`config.mk`:
```
export PLATFORM = sky130hd
export DESIGN_NAME = psg_core
export DESIGN_NICKNAME = d
export VERILOG_FILES = /design/src/rtl/psg_pkg.sv /design/src/rtl/psg_regs.sv /design/src/rtl/psg_tone.sv /design/src/rtl/psg_noise.sv /design/src/rtl/psg_core.sv
export SDC_FILE = /design/constraint.sdc
export NUM_CORES = 1
export LEC_CHECK = 0
export BUFFER_PORTS_ARGS = -buffer_cell sky130_fd_sc_hd__buf_4
export CAP_MARGIN = 20
export CELL_PAD_IN_SITES_DETAIL_PLACEMENT = 1
export CELL_PAD_IN_SITES_GLOBAL_PLACEMENT = 1
export CORE_MARGIN = 2
export CORE_UTILIZATION = 53
export CTS_BUF_LIST = sky130_fd_sc_hd__clkbuf_8
export DETAILED_ROUTE_END_ITERATION = 6
export PLACE_DENSITY_LB_ADDON = 0.2
export SLEW_MARGIN = 20
export SYNTH_ARGS = -nofsm -noshare
export SYNTH_HDL_FRONTEND = slang
export SYNTH_SLANG_ARGS = --single-unit
```
`constraint.sdc`:
```
create_clock -name clk -period 10.33 [get_ports clk]
set_input_delay 2.066 -clock clk [delete_from_list [all_inputs] [get_ports clk]]
set_output_delay 2.066 -clock clk [all_outputs]
set_load 0.02 [all_outputs]
```
`src/rtl/psg_pkg.sv`:
```
package psg_pkg;
  localparam int NUM_TONES = 3;
  localparam int NUM_CH    = NUM_TONES + 1;
  localparam int ATT_W     = 4;
  localparam int LFSR_W    = 15;
  localparam logic [LFSR_W-1:0] LFSR_SEED = {1'b1, {(LFSR_W-1){1'b0}}};

  typedef struct packed {
    logic       white;
    logic [1:0] rate;
  } noise_ctl_t;

  // Level for attenuation step att: ~2 dB per step, last step mutes.
  function automatic int level_of(input int att, input int full);
    int v;
    v = full;
    if (att >= (1 << ATT_W) - 1) return 0;
    for (int i = 0; i < att; i++) v = (v * 203) / 256;
    return v;
  endfunction
endpackage

```
`src/rtl/psg_regs.sv`:
```
module psg_regs
  import psg_pkg::*;
#(
  parameter int PW = 10
) (
  input  logic                              clk,
  input  logic                              rst_n,
  input  logic                              wr_en,
  input  logic [7:0]                        wr_data,
  output logic [NUM_TONES-1:0][PW-1:0]      period_o,
  output logic [NUM_CH-1:0][ATT_W-1:0]      att_o,
  output noise_ctl_t                        nctl_o,
  output logic                              reseed_o
);
  localparam int HI_W = PW - 4;

  logic [1:0]                         lat_ch_q, lat_ch_d;
  logic                               lat_vol_q, lat_vol_d;
  logic [NUM_TONES-1:0][PW-1:0]       per_q, per_d;
  logic [NUM_CH-1:0][ATT_W-1:0]       att_q, att_d;
  noise_ctl_t                         nctl_q, nctl_d;
  logic                               reseed;

  always_comb begin
    lat_ch_d  = lat_ch_q;
    lat_vol_d = lat_vol_q;
    per_d     = per_q;
    att_d     = att_q;
    nctl_d    = nctl_q;
    reseed    = 1'b0;
    if (wr_en) begin
      if (wr_data[7]) begin
        lat_ch_d  = wr_data[6:5];
        lat_vol_d = wr_data[4];
        if (wr_data[4]) begin
          att_d[wr_data[6:5]] = wr_data[ATT_W-1:0];
        end else if (int'(wr_data[6:5]) == NUM_TONES) begin
          nctl_d = noise_ctl_t'(wr_data[2:0]);
          reseed = 1'b1;
        end else begin
          per_d[wr_data[6:5]][3:0] = wr_data[3:0];
        end
      end else if (!lat_vol_q && int'(lat_ch_q) < NUM_TONES) begin
        per_d[lat_ch_q][PW-1:4] = wr_data[HI_W-1:0];
      end
    end
  end

  always_ff @(posedge clk or negedge rst_n) begin
    if (!rst_n) begin
      lat_ch_q  <= '0;
      lat_vol_q <= 1'b0;
      per_q     <= '0;
      att_q     <= '1;
      nctl_q    <= '0;
    end else begin
      lat_ch_q  <= lat_ch_d;
      lat_vol_q <= lat_vol_d;
      per_q     <= per_d;
      att_q     <= att_d;
      nctl_q    <= nctl_d;
    end
  end

  assign period_o = per_q;
  assign att_o    = att_q;
  assign nctl_o   = nctl_q;
  assign reseed_o = reseed;
endmodule

```
`src/rtl/psg_tone.sv`:
```
module psg_tone #(
  parameter int PW = 10
) (
  input  logic          clk,
  input  logic          rst_n,
  input  logic          tick,
  input  logic [PW-1:0] period,
  output logic          tone_o
);
  logic [PW-1:0] cnt_q, cnt_d;
  logic          out_q, out_d;

  always_comb begin
    cnt_d = cnt_q;
    out_d = out_q;
    if (tick) begin
      if (cnt_q <= PW'(1)) begin
        out_d = ~out_q;
        cnt_d = period;
      end else begin
        cnt_d = cnt_q - PW'(1);
      end
    end
  end

  always_ff @(posedge clk or negedge rst_n) begin
    if (!rst_n) begin
      cnt_q <= '0;
      out_q <= 1'b0;
    end else begin
      cnt_q <= cnt_d;
      out_q <= out_d;
    end
  end

  assign tone_o = out_q;
endmodule

```
`src/rtl/psg_noise.sv`:
```
module psg_noise
  import psg_pkg::*;
#(
  parameter int NOISE_BASE = 16
) (
  input  logic              clk,
  input  logic              rst_n,
  input  logic              tick,
  input  noise_ctl_t        ctl,
  input  logic              reseed,
  input  logic              sync_in,
  output logic              noise_o,
  output logic [LFSR_W-1:0] lfsr_o
);
  localparam int CW = $clog2(NOISE_BASE * 4) + 1;

  logic [LFSR_W-1:0] lfsr_q, lfsr_d;
  logic [CW-1:0]     cnt_q, cnt_d, lim;
  logic              sync_q;
  logic              shift_en, fb;

  always_comb begin
    lim      = CW'(NOISE_BASE) << ctl.rate;
    fb       = ctl.white ? (lfsr_q[0] ^ lfsr_q[1]) : lfsr_q[0];
    cnt_d    = cnt_q;
    shift_en = 1'b0;
    if (ctl.rate == 2'd3) begin
      shift_en = sync_in & ~sync_q;
    end else if (tick) begin
      if (cnt_q >= lim - CW'(1)) begin
        shift_en = 1'b1;
        cnt_d    = '0;
      end else begin
        cnt_d = cnt_q + CW'(1);
      end
    end
    lfsr_d = shift_en ? {fb, lfsr_q[LFSR_W-1:1]} : lfsr_q;
    if (reseed) begin
      lfsr_d = LFSR_SEED;
      cnt_d  = '0;
    end
  end

  always_ff @(posedge clk or negedge rst_n) begin
    if (!rst_n) begin
      lfsr_q <= LFSR_SEED;
      cnt_q  <= '0;
      sync_q <= 1'b0;
    end else begin
      lfsr_q <= lfsr_d;
      cnt_q  <= cnt_d;
      sync_q <= sync_in;
    end
  end

  assign noise_o = lfsr_q[0];
  assign lfsr_o  = lfsr_q;
endmodule

```
`src/rtl/psg_core.sv`:
```
module psg_core
  import psg_pkg::*;
#(
  parameter int PRESCALE   = 16,
  parameter int PW         = 10,
  parameter int AMP_W      = 10,
  parameter int NOISE_BASE = 16
) (
  input  logic             clk,
  input  logic             rst_n,
  input  logic             wr_en,
  input  logic [7:0]       wr_data,
  output logic [AMP_W+1:0] mix_out
);
  localparam int PSW   = $clog2(PRESCALE);
  localparam int OW    = AMP_W + 2;
  localparam int FULL  = (1 << AMP_W) - 1;
  localparam int STEPS = 1 << ATT_W;

  logic [1:0]                    rst_sync_q;
  logic                          rst_sn;
  logic [PSW-1:0]                pre_q, pre_d;
  logic                          tick_w;
  logic [NUM_TONES-1:0][PW-1:0]  period_w;
  logic [NUM_CH-1:0][ATT_W-1:0]  att_w;
  noise_ctl_t                    nctl_w;
  logic                          reseed_w;
  logic [NUM_TONES-1:0]          tone_w;
  logic                          noise_w;
  logic [LFSR_W-1:0]             lfsr_w;
  logic [NUM_CH-1:0]             chan_hi;
  logic [AMP_W-1:0]              lvl_tab [STEPS];
  logic [OW-1:0]                 sum;

  always_ff @(posedge clk or negedge rst_n) begin
    if (!rst_n) rst_sync_q <= '0;
    else        rst_sync_q <= {rst_sync_q[0], 1'b1};
  end
  assign rst_sn = rst_sync_q[1];

  assign tick_w = (pre_q == PSW'(PRESCALE - 1));
  always_comb pre_d = tick_w ? '0 : pre_q + PSW'(1);

  always_ff @(posedge clk or negedge rst_sn) begin
    if (!rst_sn) pre_q <= '0;
    else         pre_q <= pre_d;
  end

  psg_regs #(.PW(PW)) u_regs (
    .clk(clk), .rst_n(rst_sn), .wr_en(wr_en), .wr_data(wr_data),
    .period_o(period_w), .att_o(att_w), .nctl_o(nctl_w), .reseed_o(reseed_w)
  );

  for (genvar t = 0; t < NUM_TONES; t++) begin : g_tone
    psg_tone #(.PW(PW)) u_tone (
      .clk(clk), .rst_n(rst_sn), .tick(tick_w),
      .period(period_w[t]), .tone_o(tone_w[t])
    );
  end

  psg_noise #(.NOISE_BASE(NOISE_BASE)) u_noise (
    .clk(clk), .rst_n(rst_sn), .tick(tick_w), .ctl(nctl_w),
    .reseed(reseed_w), .sync_in(tone_w[NUM_TONES-1]),
    .noise_o(noise_w), .lfsr_o(lfsr_w)
  );

  for (genvar s = 0; s < STEPS; s++) begin : g_lvl
    assign lvl_tab[s] = AMP_W'(level_of(s, FULL));
  end

  assign chan_hi = {noise_w, tone_w};

  always_comb begin
    sum = '0;
    for (int c = 0; c < NUM_CH; c++) begin
      if (chan_hi[c]) sum = sum + OW'(lvl_tab[att_w[c]]);
    end
  end

  assign mix_out = sum;
endmodule

```
==> results.toml, run 1 <==
[sta]
maxSlewViolCount = 0
fin_setup_tns_ns = 0
post-route-period-util_pct = 87.9
setup_violations = 0
skew_ns = 0.0148
maxSlewHeadroom_pct = 38.1
setup_slack_ns = 1.25
max_freq_mhz = 110
worst_pin_slew_ns = 0.915
fin_crit_ns = 9.08
rsz0062_at_grt = "false"
hold_violations = 0

[route]
vias = 6847
dr.pass1.iters = 4
drcViolationCount = 0
post_drt_via_cell_ratio = 6.27
ant_nets = 0
routedWlPerCell_um = 20.0
routed_wirelength_mm = 21.9
dr.first_iter.drc_count = 310

[finish]
nets = 969
area_delta_synth_final_pct = 8.57
diodes = 0
n_fill_cell = 1729
drive_above_1_share_pct = 16.3

[global_route]
grt_pass1_vias = 7279
grt_max_degree = 84
grtUsageTotal_pct = 28.4
grt_remaining_overflow = 0
antenna_found_initial = 0
grt_pass1_wl_mm = 37.1

[logic_synthesis]
yosysTopAreaCell = "dfrtp_1"
synth-edff-count = 0
synth.avg_cell_area_um2 = 9.19
syn_nets = 964
synthTopCellsByCount = "dfrtp_1 (97), nor2_1 (78), o21ai_0 (76)"
yosysMostFrequentCell = "dfrtp_1"
ys_seq_area_share_pct = 35.3
synthFlopType = "dfrtp_1"
ys_seq_elements = 114
netlist_instances = 886
syn_area_um2 = 8150
synth_top_area_share_pct = 29.8
ys_types = 69
synth_area_leaders = "dfrtp_1 (30%), ha_1 (9.8%), mux2_2 (8.4%), dfstp_2 (5.5%), o21ai_0 (4.7%)"
yosysWarnings = 0
async_flop_share_pct = 100

[critical_path]
cp-end-kind = "output port"
crit_path_start = "u_regs.att_o[0]"
cp_slowest_cell = "a2111oi_0"
max_stage_delay_ns = 0.62
required_ns = 8.26
cp_cell_sequence = "inv_1, ha_1, nor2b_1, nor2b_1, a2111oi_0, ha_1, and4_1, or3_1, a31o_2, ha_1, nor3_1, nor3_1, o21ai_0, xnor2_1, mux2_2, ha_1, or4_4, or2_0, o221a_1, o21a_1, mux2_4, o22ai_1, buf_4"
rr_startpoint = "pre_q[0]"
reg2reg_slack_ns = 7.54
endpoint = "mix_out[11]"
critPathKind = "flip-flop to output port"
cp_max_fo = 6
critPathBufInv = 2
critPathArrivalTime_ns = 7.02
cp.depth = 23
cp_top_family = "simple AND/OR/NAND/NOR gates"
start_kind = "flip-flop"
r2r-end = "g_tone[0].u_tone.cnt_q[8]"
crit_top_cell = "ha_1"
r2r_cells = 7

[place]
post-place-ws_ns = 1.78
dp_hpwl_mm = 15.7
port_buffers = 22
routabilityCongestion = 0.875

[floorplanning]
die_h_um = 128
rows = 45
coreArea_um2 = 15100
io_pins = 23
die-area_um2 = 16400
start_util_pct = 54.0
die_w_um = 128

[clock_network]
ctsHoldBuffers = 0
clockBufferDepth = 2
cts_inserted_buffers = 17
postCtsSetupRepairBufs = 0
clock_sinks = 114
cts_max_level = 4
clk_latency_ns = 0.44
cts_resized = 0
clk_pin_slew_ns = 0.07
cts_tree = "yes"
root_buffer = "clkbuf_8"

[power]
powerDensity_nw_per_um2 = 178
leakagePower_nw = 3.86
peakVddDrop_mv = 0.102

[outcome]
status = "complete, no violations"

[flow_run]
drv_cap = 0

[min_path]
hold_path_class = "flip-flop to async pin"
[registers in the layout, summed over array words and instances (netlist names), 3 cells and up]
| register | flops |
|---|---|
| g_tone.u_tone.cnt_q | 30 |
| g_tone.u_tone.tone_o | 3 |
| pre_q | 4 |
| u_noise.cnt_q | 7 |
| u_noise.lfsr_o | 15 |
| u_regs.att_o | 16 |
| u_regs.nctl_o | 3 |
| u_regs.period_o | 30 |
[final cells by class]
type | count | area (um2) | area share, %
multi-input cells | 693 | 4960 | 56.1
flip-flops and latches | 114 | 2880 | 32.5
clock buffers | 18 | 248 | 2.80
well taps | 188 | 235 | 2.66
repair buffers | 27 | 206 | 2.33
clock inverters | 14 | 171 | 1.94
inverters | 38 | 143 | 1.61
[how the worst min path moves through the flow]
stage,depth (start not counted),to,from
after detailed placement,0,u_noise.lfsr_o[7],rst_sync_q[1]
after CTS,0,u_noise.lfsr_o[4],rst_sync_q[1]
after global routing,0,u_noise.lfsr_o[11],rst_sync_q[1]
final,0,u_noise.lfsr_o[11],rst_sync_q[1]
after floorplan,0,rst_sync_q[1],rst_sync_q[0]
after global placement,0,u_noise.lfsr_o[8],rst_sync_q[1]
[kinds of logic (layout without fill, tap and decap cells)]
logic type	Yosys count	after routing	share of synthesized area [%]
AO/OA/AOI/OAI	240	240	18.7
adder cells (fa/ha/maj)	67	67	10.6
flip-flops	114	114	35.3
buffers and inverters	79	97	3.79
XOR/XNOR	30	30	3.23
multiplexers	95	95	13.3
AND/OR/NAND/NOR	260	260	15.1
other	1	1	0.0460
[power by group]
| group | internal [mW] | leakage, nW | total (mW) | switching (mW) |
|---|---|---|---|---|
| logic | 0.222 | 2.30 | 0.482 | 0.261 |
| registers | 0.537 | 1.33 | 0.638 | 0.101 |
| clock network | 0.264 | 0.222 | 0.450 | 0.186 |
| total | 1.02 | 3.86 | 1.57 | 0.548 |
[per-stage QoR]
step / instance area (um2) / util (%) / instances / hold slack (ns) / power [mW]
global placement: 8420 / 55.8 / 1060 / 0.254 / 1.08
finish: 8840 / 58.6 / 1092 / 0.257 / 1.57
CTS: 8840 / 58.6 / 1092 / 0.265 / 1.58
global route: 8840 / 58.6 / 1092 / 0.284 / 1.67
floorplan: 8150 / - / 886 / 0.331 / 0.983
detailed placement: 8420 / 55.8 / 1060 / 0.262 / 1.12
[placed cells by master, fill, tap and decap left out, types with 12 or more instances in the layout]
cell type | Yosys | layout
clkbuf_8 | 0 | 18
buf_4 | 1 | 26
nor3_1 | 28 | 28
nor2_1 | 78 | 78
ha_1 | 64 | 64
mux2i_1 | 29 | 29
mux2_2 | 61 | 61
nand3_1 | 12 | 12
xor2_1 | 13 | 13
xnor2_1 | 17 | 17
a211oi_1 | 14 | 14
nor2b_1 | 14 | 14
nand2_1 | 73 | 73
dfstp_2 | 17 | 17
a21oi_1 | 54 | 54
dfrtp_1 | 97 | 96
inv_1 | 36 | 39
o21ai_0 | 76 | 76
[per-layer routing]
| layer | track usage, % | vias to the layer above | routed length, um |
|---|---|---|---|
| met1 | 35.2 | 3466 | 9620 |
| met5 | 0 | - | 0 |
| li1 | - | 3236 | - |
| met4 | 9.18 | 0 | 481 |
| met2 | 50.7 | 105 | 11200 |
| met3 | 4.34 | 40 | 509 |
[worst register-to-register path: cells and delay by family (launching register included)]
kind	cells	cell delay (ns)
fa+ha+maj	1	0.24
flops	1	0.39
simple gates	4	1.44
buf+inv	1	0.45
compound gates	1	0.19
Note: power is estimated with default switching activity, not from simulation.
==> inputs of run 2 (changes only) <==
Settings changed: BUFFER_PORTS_ARGS -buffer_cell sky130_fd_sc_hd__buf_4 to -buffer_cell sky130_fd_sc_hd__buf_2, CORE_UTILIZATION 53 to 42, GPL_TIMING_DRIVEN set to 1.
==> run 2 against run 1 <==
Compared with the run above:
- critical path depth did not move
- sequential power about the same
- clock skew shrank 0.0020 ns
- die area increased by 25%
- setup slack got worse by 0.071 ns
- hold slack worse by 0.0032 ns
- critical path type unchanged
- largest power group unchanged
==> results.toml, run 2 (synthesized netlist as in run 1, its figures left out) <==
[clock_network]
clock_sinks = 114
clockBufferDepth = 2
cts_tree = "yes"
clk_pin_slew_ns = 0.07
ctsHoldBuffers = 0
cts_inserted_buffers = 17
clk_latency_ns = 0.43
root_buffer = "clkbuf_8"
cts_max_level = 4
postCtsSetupRepairBufs = 0
cts_resized = 0

[critical_path]
reg2reg_slack_ns = 7.87
start_kind = "flip-flop"
endpoint = "mix_out[11]"
crit_path_start = "u_regs.att_o[0]"
critPathKind = "flip-flop to output port"
required_ns = 8.26
r2r-end = "u_noise.lfsr_o[7]"
cp_max_fo = 6
critPathArrivalTime_ns = 7.09
rr_startpoint = "g_tone[2].u_tone.tone_o"
cp-end-kind = "output port"
r2r_cells = 5

[flow_run]
drv_cap = 0

[sta]
maxSlewViolCount = 0
fin_setup_tns_ns = 0
maxSlewHeadroom_pct = 36.2
fin_crit_ns = 9.15
max_freq_mhz = 109
skew_ns = 0.0128
setup_violations = 0
rsz0062_at_grt = "false"
post-route-period-util_pct = 88.6
hold_violations = 0
worst_pin_slew_ns = 0.943

[power]
leakagePower_nw = 3.85
finalPower_mw = 1.55
peakVddDrop_mv = 0.0792
powerDensity_nw_per_um2 = 175

[finish]
final_area_um2 = 8900
layout_common_cells = "dfrtp_1 (96), nor2_1 (78), o21ai_0 (76), nand2_1 (73), ha_1 (64)"
instances_no_fill = 1165
drive_above_1_share_pct = 16.5
nets = 969
mostFrequentLayoutCell = "dfrtp_1"
area_delta_synth_final_pct = 9.20

[global_route]
grt_pass1_vias = 7095
met3_usage_pct = 3.09
grt_pass1_wl_mm = 35.2
antenna_found_initial = 0
grtUsageTotal_pct = 21.5
busiest_layer = "met2"
use_met2_pct = 38.2
grt_remaining_overflow = 0
gr-usage-met1_pct = 27.6
grt_max_degree = 83

[floorplanning]
die_w_um = 143
start_util_pct = 43.1
io_pins = 23
rows = 50
die-area_um2 = 20500
coreArea_um2 = 18900
die_h_um = 143

[route]
routedWlPerCell_um = 18.0
post_drt_via_cell_ratio = 5.70
dr.first_iter.drc_count = 250
dr.pass1.iters = 4
ant_nets = 0
vias = 6639
drcViolationCount = 0
routed_wirelength_mm = 20.9

[outcome]
status = "complete, no violations"

[place]
port_buffers = 22
dp_hpwl_mm = 15.5
dp_cells = 1132
dpl_cell_area_um2 = 8460
routabilityCongestion = 0.830

[min_path]
hold_path_class = "flip-flop to async pin"
[run 2: cell type report]
class	instances	area (um2)
Antenna cell	1	2.50
Clock buffer	22	303
Clock inverter	10	130
Fill cell	2193	10000
Inverter	38	143
Multi-Input combinational cell	693	4960
Sequential cell	114	2880
Tap cell	260	325
Timing Repair Buffer	27	151
[run 2: worst min path at each step]
stage / start / endpoint / slack (ns) / cells past startpoint
after floorplan: rst_sync_q[0] / rst_sync_q[1] / 0.33 / 0
after global placement: rst_sync_q[1] / u_noise.cnt_q[4] / 0.26 / 0
after CTS: rst_sync_q[1] / u_noise.sync_q / 0.28 / 0
after global routing: rst_sync_q[1] / u_regs.nctl_o[1] / 0.30 / 0
final: rst_sync_q[1] / u_regs.nctl_o[1] / 0.25 / 0
after detailed placement: rst_sync_q[1] / u_noise.cnt_q[5] / 0.27 / 0
[run 2: power by group]
part / total (mW) / switching (mW) / internal, mW
Combinational: 0.468 / 0.253 / 0.216
Clock: 0.450 / 0.181 / 0.269
Sequential: 0.636 / 0.0988 / 0.537
Total: 1.55 / 0.533 / 1.02
[run 2: metal layers]
metal	routed length (um)	vias up
li1	-	3225
met1	9800	3336
met2	10500	57
met3	401	21
met4	246	0
met5	0	-
[run 2: per-stage QoR]
step	hold WS (ns)	utilization, %	setup WS (ns)
3_5_place_dp	0.270	44.8	1.66
5_1_grt	0.301	47.1	0.688
6_report	0.254	47.1	1.18
2_1_floorplan	0.331	-	2.38
4_1_cts	0.275	47.1	1.16
3_3_place_gp	0.261	44.8	2.02
[run 2: worst max-delay path, stage by stage, from the launching register on]
cell and delay, ns:
dfstp_2 0.58, inv_1 0.12, ha_1 0.28, nor2b_1 0.16, nor2b_1 0.14, a2111oi_0 0.62, ha_1 0.41, and4_1 0.26
or3_1 0.36, a31o_2 0.24, ha_1 0.35, nor3_1 0.07, nor3_1 0.45, o21ai_0 0.20, xnor2_1 0.18, mux2_2 0.27
ha_1 0.19, or4_4 0.48, or2_0 0.24, o221a_1 0.24, o21a_1 0.19, mux2_4 0.25, o22ai_1 0.16, buf_2 0.19
